<file path="src/rtl/sac_pkg.sv">
package sac_pkg;
  localparam int CODE_W    = 7;
  localparam int WORD_W    = 8;
  localparam int SYNC_DEPTH = 2;
  typedef logic [CODE_W-1:0] code_t;
  localparam code_t MAX_CODE = '1;
endpackage

</file>
<file path="src/rtl/sac_sync.sv">
module sac_sync #(
  parameter int W      = 1,
  parameter int STAGES = 2
) (
  input  logic         clk,
  input  logic         rst_n,
  input  logic [W-1:0] d,
  output logic [W-1:0] q
);
  logic [W-1:0] stage [STAGES];

  always_ff @(posedge clk or negedge rst_n) begin
    if (!rst_n) stage[0] <= '0;
    else        stage[0] <= d;
  end

  generate
    for (genvar i = 1; i < STAGES; i++) begin : g_stage
      always_ff @(posedge clk or negedge rst_n) begin
        if (!rst_n) stage[i] <= '0;
        else        stage[i] <= stage[i-1];
      end
    end
  endgenerate

  assign q = stage[STAGES-1];
endmodule

</file>
<file path="src/rtl/sac_shift.sv">
module sac_shift #(
  parameter int WORD_W = 8,
  parameter int CODE_W = 7,
  parameter logic [WORD_W-1:0] RST_WORD = {1'b0, {(WORD_W-1){1'b1}}}
) (
  input  logic              clk,
  input  logic              rst_n,
  input  logic              sclk_s,
  input  logic              sdat_s,
  input  logic              le_s,
  output logic              le_rise,
  output logic [CODE_W-1:0] shift_code
);
  logic              sclk_d;
  logic              le_d;
  logic [WORD_W-1:0] word_q;
  logic              shift_en;

  assign le_rise  = le_s & ~le_d;
  // shift only on a clock rise while the latch enable is low
  assign shift_en = sclk_s & ~sclk_d & ~le_s;

  always_ff @(posedge clk or negedge rst_n) begin
    if (!rst_n) begin
      sclk_d <= 1'b0;
      le_d   <= 1'b0;
      word_q <= RST_WORD;
    end else begin
      sclk_d <= sclk_s;
      le_d   <= le_s;
      if (shift_en) word_q <= {sdat_s, word_q[WORD_W-1:1]};
    end
  end

  assign shift_code = word_q[CODE_W-1:0];
endmodule

</file>
<file path="src/rtl/sac_active.sv">
module sac_active #(
  parameter int CODE_W = 7
) (
  input  logic              clk,
  input  logic              rst_n,
  input  logic              ser_mode,
  input  logic              le_s,
  input  logic              le_rise,
  input  logic [CODE_W-1:0] shift_code,
  input  logic [CODE_W-1:0] par_s,
  output logic [CODE_W-1:0] code_q,
  output logic              chg_q
);
  logic [CODE_W-1:0] code_nxt;

  always_comb begin
    code_nxt = code_q;
    if (ser_mode) begin
      if (le_rise) code_nxt = shift_code;
    end else if (le_s) begin
      // covers both the direct path and the capturing edge
      code_nxt = par_s;
    end
  end

  always_ff @(posedge clk or negedge rst_n) begin
    if (!rst_n) begin
      code_q <= '1;
      chg_q  <= 1'b0;
    end else begin
      code_q <= code_nxt;
      chg_q  <= (code_nxt != code_q);
    end
  end
endmodule

</file>
<file path="src/rtl/step_atten_ctrl.sv">
module step_atten_ctrl
  import sac_pkg::*;
#(
  parameter int CW    = CODE_W,
  parameter int WW    = WORD_W,
  parameter int SYNCS = SYNC_DEPTH
) (
  input  logic          clk,
  input  logic          rst_n,
  input  logic          mode_sel,
  input  logic          ser_clk,
  input  logic          ser_data,
  input  logic          latch_en,
  input  logic [CW-1:0] par_code,
  output logic [CW-1:0] atten_code,
  output logic          code_chg
);
  localparam int CTRL_W = 4;

  logic [CTRL_W-1:0] ctrl_s;
  logic              mode_s, sclk_s, sdat_s, le_s;
  logic [CW-1:0]     par_s;
  logic              le_rise;
  logic [CW-1:0]     shift_code;

  sac_sync #(.W(CTRL_W), .STAGES(SYNCS)) u_sync_ctrl (
    .clk(clk), .rst_n(rst_n),
    .d({mode_sel, ser_clk, ser_data, latch_en}),
    .q(ctrl_s)
  );
  assign {mode_s, sclk_s, sdat_s, le_s} = ctrl_s;

  sac_sync #(.W(CW), .STAGES(SYNCS)) u_sync_par (
    .clk(clk), .rst_n(rst_n), .d(par_code), .q(par_s)
  );

  sac_shift #(.WORD_W(WW), .CODE_W(CW)) u_shift (
    .clk(clk), .rst_n(rst_n),
    .sclk_s(sclk_s), .sdat_s(sdat_s), .le_s(le_s),
    .le_rise(le_rise), .shift_code(shift_code)
  );

  sac_active #(.CODE_W(CW)) u_active (
    .clk(clk), .rst_n(rst_n),
    .ser_mode(mode_s), .le_s(le_s), .le_rise(le_rise),
    .shift_code(shift_code), .par_s(par_s),
    .code_q(atten_code), .chg_q(code_chg)
  );
endmodule

</file>
<file path="config.mk">
export PLATFORM = sky130hd
export DESIGN_NAME = step_atten_ctrl
export DESIGN_NICKNAME = d
export VERILOG_FILES = /design/src/rtl/sac_pkg.sv /design/src/rtl/sac_sync.sv /design/src/rtl/sac_shift.sv /design/src/rtl/sac_active.sv /design/src/rtl/step_atten_ctrl.sv
export SDC_FILE = /design/constraint.sdc
export NUM_CORES = 1
export LEC_CHECK = 0
export CELL_PAD_IN_SITES_DETAIL_PLACEMENT = 1
export CELL_PAD_IN_SITES_GLOBAL_PLACEMENT = 1
export CORE_ASPECT_RATIO = 1.75
export CORE_MARGIN = 10
export CORE_UTILIZATION = 41
export CTS_BUF_LIST = sky130_fd_sc_hd__clkbuf_2
export DETAILED_ROUTE_END_ITERATION = 16
export PLACE_DENSITY_LB_ADDON = 0.1
export SYNTH_ARGS = -nofsm -noshare
export SYNTH_HDL_FRONTEND = slang
export SYNTH_SLANG_ARGS = --single-unit
export TNS_END_PERCENT = 50
</file>
<file path="constraint.sdc">
create_clock -name clk -period 1.4 [get_ports clk]
set_clock_uncertainty 0.15 [all_clocks]
set_input_delay 0.28 -clock clk [delete_from_list [all_inputs] [get_ports clk]]
set_output_delay 0.28 -clock clk [all_outputs]
set_load 0.1 [all_outputs]
</file>
==> flow_metrics.py, run 1 <==
metrics = {
    "clock_tree": {
        "numCtsBuffers": 5,
        "numClockSinks": 40,
        "cts_tree": "done",
        "root_buffer": "clkbuf_2",
        "clk_pin_slew_ns": 0.21,
        "clock_path_buffers": 2,
        "insertion_delay_ns": 0.41,
        "htree_num_levels": 2,
    },
    "worst_setup_path": {
        "worstPathArrival_ns": 1.95,
        "reg2reg_slack_ns": -0.38,
        "startpoint": "u_active.code_q[0]",
        "crit_type": "reg -> reg",
        "cp-end-kind": "flip-flop",
        "worst_ep_required_time_ns": 1.57,
        "r2r-end": "u_active.chg_q",
        "slowest_stage": "dfstp_4",
        "rr_worst_depth": 6,
        "path_max_fanout": 4,
        "crit_chain": "buf_4 -> xor2_2 -> a221oi_2 -> nand4_1 -> a221oi_2 -> o21ai_1",
        "cp_top_family": "flip-flops",
        "path_buf_inv": 1,
        "crit_top_cell": "a221oi_2",
        "r2r_start": "u_active.code_q[0]",
        "start_kind": "flip-flop",
        "critPathMaxStageDelay_ns": 0.68,
    },
    "sta": {
        "slew-limit-headroom_pct": 77.94,
        "maxSlewViolCount": 0,
        "finalHoldViolations": 0,
        "max_freq_mhz": 560.9,
        "rsz0062_at_grt": "true",
        "fin_ws_ns": -0.3829,
        "tightest_slew_ns": 0.3275,
        "period_minus_slack_ns": 1.783,
        "post-route-period-util_pct": 127.4,
        "setup_violations": 13,
    },
    "synthesis": {
        "synth_compound_area_share_pct": 13.10,
        "yosys.area.top_type": "dfrtp_1",
        "synth_area_um2": 1490,
        "yosysTopAreaCellShare_pct": 43.66,
        "synth_seq_cells": 40,
        "synth_xor_area_share_pct": 4.114,
        "synth.avg_cell_area_um2": 14.06,
        "synth-simple-area-share_pct": 6.297,
        "synth_top_family_by_area": "compound AO/OA/AOI/OAI gates",
        "synth.yosys.warnings": 0,
        "syn_nets": 119,
        "synthMuxAreaShare_pct": 6.045,
        "synth.area.top_cells": "dfrtp_1, dfstp_2, mux2_2, o22ai_1, a21oi_1",
        "ys_seq_area_share_pct": 68.35,
        "synth_cell_type_count": 26,
        "synthAdderAreaFrac_pct": 0,
        "synthCells": 106,
    },
    "grt": {
        "grt_pass1_vias": 1306,
        "grtUsageTotal_pct": 12.97,
        "overflow": 0,
        "grt_max_degree": 30,
        "grt_first_pass_wirelength_um": 6561,
        "antenna_found_initial": 0,
    },
    "cells_and_area": {
        "finish.instance_area_um2": 2235,
        "drive_gt1_share_pct": 49.40,
        "nFillCells": 362,
        "final_nets": 180,
        "diodes": 0,
        "area_delta_synth_final_pct": 49.96,
    },
    "floorplanning": {
        "core-area_um2": 3433,
        "die_h_um": 99.76,
        "placementRows": 28,
        "fp.dieW_um": 65.58,
        "dieArea_um2": 6541,
        "io_pins": 21,
        "initial_core_util_pct": 43.40,
    },
    "routing": {
        "viasPerCell": 5.300,
        "drt_iter0_markers": 15,
        "drtPass1Iterations": 4,
        "drc": 0,
        "detail-route-antenna-nets": 0,
        "wl_um": 4156,
        "avgRoutedWirePerCell_um": 19.51,
        "num_vias": 1129,
    },
    "placement": {
        "globalplace.congestion": 0.8601,
        "place_hpwl_um": 2984,
        "post_dp_cell_area_um2": 2057,
        "portBuffers": 20,
    },
    "outcome": {
        "violations": "negative setup slack",
        "status": "finished, violations left",
    },
    "min_path": {
        "worstHoldPathType": "in -> async",
    },
    "power_and_ir_drop": {
        "p_leak_nw": 0.9713,
        "powerDensity_nw_per_um2": 1551,
        "ir_worst_vdd_uv": 959.3,
        "total_power_mw": 3.467,
    },
    "job": {
        "maxCapViolCount": 0,
    },
}
## report_power, final
part           total (mW)  switching, mW  internal (mW)
Sequential           1.59          0.160           1.43
Clock               0.531          0.397          0.134
Combinational        1.35          0.678          0.667
## placed cells by master (no fill, tap or decap)
master           Yosys  layout
inv_2                0       2
a221oi_2             1       2
nand2_1              2       2
dfrtp_1             26      25
nand2b_1             2       2
xor2_2               0       1
dfrtp_2              0       1
nor2b_1              4       4
buf_6                0       8
clkinv_4             0       1
clkdlybuf4s50_1      0      11
a21oi_1              7       6
buf_4                1      26
o22ai_1             13      13
o221ai_1             1       1
o21ai_0              3       3
a221o_1              1       1
buf_12               0       9
nor3b_4              1       1
xnor2_1              4       4
dfstp_2             14      10
nor3b_1              1       1
clkinvlp_4           0       1
inv_1                5       3
a21oi_2              1       2
dfstp_4              0       4
clkbuf_2             0       6
or3_1                1       1
nor2_1               1       1
mux2_4               0       8
dlygate4sd3_1        0       1
o21ai_1              1       1
nand4_1              2       2
buf_2                1       1
xor2_1               3       2
o31ai_1              1       1
## routing by layer
metal / track usage [%] / up-vias / share of wire, %
met2: 23.62 / 34 / 58
met1: 12.52 / 573 / 34
met3: 3.258 / 15 / 3.5
met4: 7.616 / 0 / 4.4
met5: 0 / - / 0
li1: - / 507 / -
## state kept, by name (all words and copies together) (netlist names)
register,count
u_sync_par.stage,7
u_active.chg_q,1
u_active.code_q,7
u_sync_ctrl.stage,4
u_shift.word_q,8
u_sync_par.q,7
u_sync_ctrl.q,4
u_shift.le_d,1
u_shift.sclk_d,1
## synthesized netlist by cell type, drive strengths merged
cell type / instances
a221o: 1
o221ai: 1
nor3b: 2
dfrtp: 26
nor2b: 4
o21ai: 4
nand4: 2
or3: 1
xor2: 3
mux2: 8
o31ai: 1
nand2: 2
xnor2: 4
nand2b: 2
inv: 5
dfstp: 14
a21oi: 8
nor2: 1
o22ai: 13
a221oi: 2
buf: 2
## logic make-up (layout without fill, tap and decap cells)
group	after synthesis	after routing
AND/OR/NAND/NOR	14	14
multiplexers	8	8
XOR/XNOR	7	7
flip-flops	40	40
buffers and inverters	7	69
AO/OA/AOI/OAI	30	30
## repair_timing
| action | 4_1_cts | 5_1_grt |
|---|---|---|
| endpoints found under the setup margin | 15 | 17 |
| hold endpoints to repair | 33 | 0 |
| hold buffers | 1 | 0 |
| buffers inserted | 7 | 2 |
| pin swaps | 0 | 1 |
| resized for setup | 8 | 6 |
## worst max path at each step
| stage | endpoint | slack, ns | cells past startpoint |
|---|---|---|---|
| after floorplan | u_active.chg_q | -0.35 | 5 |
| final | u_active.chg_q | -0.38 | 6 |
| after global placement | u_active.chg_q | -0.18 | 5 |
| after global routing | u_active.chg_q | -0.41 | 6 |
| after detailed placement | u_active.chg_q | -0.23 | 5 |
| after CTS | atten_code[0] | -0.39 | 2 |
## area by class of cell
cell class | instances | area [um2] | area share, %
Timing Repair Buffer | 56 | 590.6 | 26.43
Clock inverter | 2 | 16.27 | 0.7279
Multi-Input combinational cell | 59 | 488.0 | 21.84
Inverter | 5 | 18.77 | 0.8399
Tap cell | 45 | 56.30 | 2.520
Sequential cell | 40 | 1035 | 46.30
Clock buffer | 6 | 30.03 | 1.344
## metrics by stage
stage | hold WS (ns) | worst slack (ns) | std cells | TNS [ns] | util (%)
after global placement | 0.02977 | -0.1766 | 195 | -0.1766 | 59.91
after floorplan | -0.1656 | -0.3466 | 106 | -1.277 | -
after CTS | 0.09957 | -0.3937 | 211 | -2.927 | 63.88
final | 0.1075 | -0.3829 | 213 | -2.815 | 65.09
after global routing | 0.07520 | -0.4146 | 213 | -3.672 | 65.09
after detailed placement | 0.03508 | -0.2262 | 195 | -0.2262 | 59.91
Note: power is estimated with default switching activity, not from simulation.
==> inputs of run 2 (changes only) <==
- CORE_MARGIN: 10 -> default
- SLEW_MARGIN: default -> 40
==> flow_metrics.py, run 2 (synthesis results as in run 1) <==
metrics = {
    "sta": {
        "tightest_slew_ns": 0.3059,
        "setup_violations": 13,
        "max_freq_mhz": 557.6,
        "post-route-period-util_pct": 128.1,
        "rsz0062_at_grt": "true",
        "period_minus_slack_ns": 1.793,
        "fin_ws_ns": -0.3933,
        "maxSlewViolCount": 0,
        "holdWs_ns": 0.1352,
        "setup_tns_ns": -2.773,
        "slew-limit-headroom_pct": 79.39,
        "finalHoldViolations": 0,
    },
    "routing": {
        "wl_um": 4106,
        "num_vias": 1154,
        "drtPass1Iterations": 4,
        "viasPerCell": 5.343,
        "detail-route-antenna-nets": 0,
        "drt_iter0_markers": 27,
        "avgRoutedWirePerCell_um": 19.01,
        "drc": 0,
    },
    "grt": {
        "grt_first_pass_wirelength_um": 6458,
        "antenna_found_initial": 0,
        "grtUsageTotal_pct": 24.36,
        "grt_pass1_vias": 1360,
        "overflow": 0,
        "grt_max_degree": 41,
    },
    "floorplanning": {
        "die_h_um": 81.76,
        "core-area_um2": 3433,
        "dieArea_um2": 3889,
        "io_pins": 21,
        "fp.dieW_um": 47.58,
        "placementRows": 28,
        "initial_core_util_pct": 43.40,
    },
    "min_path": {
        "worstHoldPathType": "in -> reg",
        "min_path_cells": 1,
    },
    "cells_and_area": {
        "largest_reg_flops": 8,
        "diodes": 0,
        "final_cell_mix": "buf_4, dfrtp_1, clkdlybuf4s50_1",
        "final_util_pct": 68.55,
        "area_delta_synth_final_pct": 57.93,
        "final_nets": 183,
        "regMostFlops": "u_shift.word_q",
        "nFillCells": 329,
        "layout_commonest_cell": "buf_4",
        "drive_gt1_share_pct": 53.22,
    },
    "placement": {
        "place_hpwl_um": 2681,
        "globalplace.congestion": 0.8583,
        "pre_cts_ws_ns": -0.2888,
        "portBuffers": 20,
    },
    "worst_setup_path": {
        "worstPathArrival_ns": 1.36,
        "crit_type": "reg -> out",
        "rr_worst_depth": 6,
        "start_kind": "flip-flop",
        "cp-end-kind": "output port",
        "reg2reg_slack_ns": -0.37,
        "worst_ep_required_time_ns": 0.97,
        "path_max_fanout": 5,
    },
    "clock_tree": {
        "numClockSinks": 40,
        "clk_pin_slew_ns": 0.20,
        "root_buffer": "clkbuf_2",
        "insertion_delay_ns": 0.40,
        "numCtsBuffers": 5,
        "htree_num_levels": 2,
        "clock_path_buffers": 2,
        "cts_tree": "done",
    },
    "power_and_ir_drop": {
        "p_comb_share_pct": 35.5,
        "power_switching_mw": 1.234,
        "p_leak_nw": 1.026,
        "ir_worst_vdd_uv": 1021,
        "switching_share_pct": 32.13,
        "total_power_mw": 3.839,
        "clock_power_share_pct": 22.6,
        "seqPwrFrac_pct": 41.9,
        "intPower_mw": 2.605,
        "powerDensity_nw_per_um2": 1631,
    },
    "outcome": {
        "violations": "negative setup slack",
        "status": "finished, violations left",
    },
    "job": {
        "maxCapViolCount": 0,
    },
}
[run 2: cell count changes in the layout (fill, tap and decap cells not counted), moves of 2 or more]
cell       change
bufinv_16      +2
o22ai_1        -4
o22ai_2        +3
buf_6          +2
[run 2: final cells by class]
cell class | count | area (um2) | area share [%]
clock buffers | 6 | 30.03 | 1.276
clock inverters | 2 | 60.06 | 2.552
inverters | 5 | 18.77 | 0.7974
multi-input cells | 59 | 520.5 | 22.12
flip-flops and latches | 40 | 1035 | 43.97
well taps | 45 | 56.30 | 2.392
repair buffers | 59 | 633.1 | 26.90
[run 2: worst paths after layout]
check                                startpoint                   to
setup / recovery             u_active.code_q[6]        atten_code[6]
hold / removal                      par_code[1]  u_sync_par.stage[8]
setup reg to reg             u_active.code_q[0]       u_active.chg_q
hold reg to reg            u_sync_ctrl.stage[7]     u_sync_ctrl.q[3]
max in group asynchronous                 rst_n    u_shift.word_q[5]
min in group asynchronous                 rst_n  u_sync_par.stage[8]
[run 2: worst max-delay path, cell delays in order (launching register included)]
cell and delay (ns):
dfstp_4 0.70, buf_6 0.11, buf_12 0.16
[run 2: power groups by stage]
stage / logic (mW) / registers, mW / clock network [mW]
2_1_floorplan: 0.340 / 1.91 / 0
3_3_place_gp: 1.15 / 1.62 / 0
3_5_place_dp: 1.18 / 1.63 / 0
4_1_cts: 1.31 / 1.60 / 0.880
5_1_grt: 1.43 / 1.63 / 0.930
6_report: 1.36 / 1.61 / 0.868
[run 2: what timing repair did]
action / CTS / global route
pin swaps: 1 / 2
gates resized for setup: 10 / 11
buffers inserted: 9 / 3
hold buffers: 1 / 0
setup endpoints to repair: 18 / 20
hold endpoints to repair: 40 / 0
[run 2: metrics by stage]
step	instances	instance area [um2]
floorplan	106	1534
global placement	195	2069
detailed placement	195	2069
CTS	213	2275
global route	216	2354
finish	216	2354
[run 2: layer usage]
metal	part of all wire, %	vias to the layer above	wire [um]	track usage [%]
met1	38	592	1548	24.78
met3	2.2	18	91	4.615
met5	0	-	0	0
met4	4.1	0	168	14.44
met2	56	34	2298	43.15
li1	-	510	-	-
==> inputs of run 3 (changes only) <==
- CORE_ASPECT_RATIO: 1.75 -> 0.7
- CORE_UTILIZATION: 41 -> 45
- TNS_END_PERCENT: 50 -> default
- clock period: 1.4 -> 1.8 ns (I/O delays scaled with it)
==> flow_metrics.py, run 3 (synthesis results as in run 1) <==
metrics = {
    "cells_and_area": {
        "area_delta_synth_final_pct": 32.07,
        "diodes": 0,
        "final_util_pct": 62.52,
        "layout_commonest_cell": "dfrtp_1",
        "largest_reg_flops": 8,
        "final_cell_mix": "dfrtp_1, o22ai_1, clkdlybuf4s50_1",
        "regMostFlops": "u_shift.word_q",
        "final_nets": 155,
        "finish.instance_area_um2": 1968,
        "stdcell_count": 181,
        "drive_gt1_share_pct": 35.66,
    },
    "clock_tree": {
        "clock_path_buffers": 2,
        "numClockSinks": 40,
        "htree_num_levels": 2,
        "cts_resized": 0,
        "numCtsBuffers": 5,
        "cts_tree": "done",
        "root_buffer": "clkbuf_2",
        "insertion_delay_ns": 0.39,
        "clk_pin_slew_ns": 0.20,
    },
    "placement": {
        "dpl.cell_count": 167,
        "globalplace.congestion": 0.8272,
        "post_dp_cell_area_um2": 1853,
        "portBuffers": 20,
        "place_hpwl_um": 2122,
    },
    "grt": {
        "grt_first_pass_wirelength_um": 5037,
        "overflow": 0,
        "grt_max_degree": 41,
        "grtUsageTotal_pct": 19.95,
        "grt_pass1_vias": 1008,
        "antenna_found_initial": 0,
    },
    "floorplanning": {
        "io_pins": 21,
        "die_h_um": 50.15,
        "placementRows": 17,
        "core-area_um2": 3148,
        "dieArea_um2": 3549,
        "fp.dieW_um": 70.78,
        "initial_core_util_pct": 47.34,
    },
    "sta": {
        "setup_tns_ns": 0,
        "post-route-period-util_pct": 98.70,
        "slew-limit-headroom_pct": 67.50,
        "maxSlewViolCount": 0,
        "setup_violations": 0,
        "max_freq_mhz": 562.9,
        "tightest_slew_ns": 0.4875,
        "period_minus_slack_ns": 1.777,
        "finalHoldViolations": 0,
        "rsz0062_at_grt": "true",
    },
    "routing": {
        "num_vias": 984,
        "wl_um": 3069,
        "drt_iter0_markers": 46,
        "avgRoutedWirePerCell_um": 16.96,
        "detail-route-antenna-nets": 0,
        "drtPass1Iterations": 5,
        "viasPerCell": 5.436,
        "drc": 0,
    },
    "worst_setup_path": {
        "worstPathArrival_ns": 1.27,
        "crit_type": "reg -> out",
        "cp-end-kind": "output port",
        "path_buf_inv": 1,
        "start_kind": "flip-flop",
        "crit_chain": "buf_12",
        "slowest_stage": "dfstp_4",
        "cp_top_family": "flip-flops",
        "critPathMaxStageDelay_ns": 0.70,
        "rr_worst_depth": 5,
        "cp_num_cells": 1,
        "path_max_fanout": 4,
        "worst_ep_required_time_ns": 1.29,
    },
    "power_and_ir_drop": {
        "switching_share_pct": 33.84,
        "clock_power_share_pct": 20.6,
        "p_comb_share_pct": 29.2,
        "powerDensity_nw_per_um2": 1291,
        "power_switching_mw": 0.8600,
        "p_leak_nw": 0.8251,
        "intPower_mw": 1.682,
        "ir_worst_vdd_uv": 698.3,
        "seqPwrFrac_pct": 50.3,
        "total_power_mw": 2.542,
    },
    "outcome": {
        "status": "finished clean",
    },
    "min_path": {
        "min_path_cells": 1,
        "worstHoldPathType": "in -> reg",
    },
    "job": {
        "maxCapViolCount": 0,
    },
}
## run 3: cell count changes in the layout (fill, tap and decap cells not counted), moves of 2 or more
cell	change
inv_1	+2
mux2_2	+7
a21oi_2	-2
o22ai_2	-3
buf_6	-10
buf_12	-2
o22ai_1	+4
buf_4	-16
a21oi_1	+2
mux2_4	-7
inv_2	-2
## run 3: path summary, 6_finish.rpt
path | start | to | slack, ns
min | par_code[5] | u_sync_par.stage[12] | 0.22
max reg2reg | u_active.code_q[0] | u_active.chg_q | 0.10
max | u_active.code_q[0] | atten_code[0] | 0.02
min in group asynchronous | rst_n | u_sync_ctrl.q[1] | 0.36
min reg2reg | u_sync_par.stage[13] | u_sync_par.q[6] | 0.23
max in group asynchronous | rst_n | u_active.code_q[1] | 0.76
## run 3: power groups by stage
| stage | Clock (mW) | Combinational, mW | Sequential, mW |
|---|---|---|---|
| after CTS | 0.541 | 0.739 | 1.28 |
| after global routing | 0.562 | 0.781 | 1.30 |
| after global placement | 0 | 0.692 | 1.29 |
| final | 0.523 | 0.741 | 1.28 |
| after floorplan | 0 | 0.232 | 1.48 |
| after detailed placement | 0 | 0.704 | 1.31 |
## run 3: cell type report
class	count	area, um2
Clock buffer	5	25.02
Fill cell	312	1180
Timing Repair Buffer	31	360.3
Multi-Input combinational cell	59	440.4
Inverter	5	18.77
Clock inverter	3	42.54
Sequential cell	40	1033
Tap cell	38	47.55
## run 3: what timing repair did
action                     in CTS  in global routing
setup buffers                   4                  1
hold endpoints to repair       26                  0
pin swaps                       0                  0
setup endpoints to repair       4                  3
hold buffers                    1                  0
## run 3: stage by stage
step | hold slack [ns] | worst slack [ns]
6_report | 0.2224 | 0.02333
3_3_place_gp | 0.1813 | 0.1422
4_1_cts | 0.1900 | -0.01046
2_1_floorplan | -0.08559 | 0.01513
3_5_place_dp | 0.1863 | 0.1147
5_1_grt | 0.1960 | -0.02008
## run 3: per-layer routing
metal | up-vias | global-route usage, % | share of wire, %
met2 | 20 | 31.09 | 46
met3 | 6 | 6.426 | 3.7
met1 | 499 | 25.34 | 48
met5 | - | 0 | 0
met4 | 0 | 10.00 | 1.9
li1 | 459 | - | -
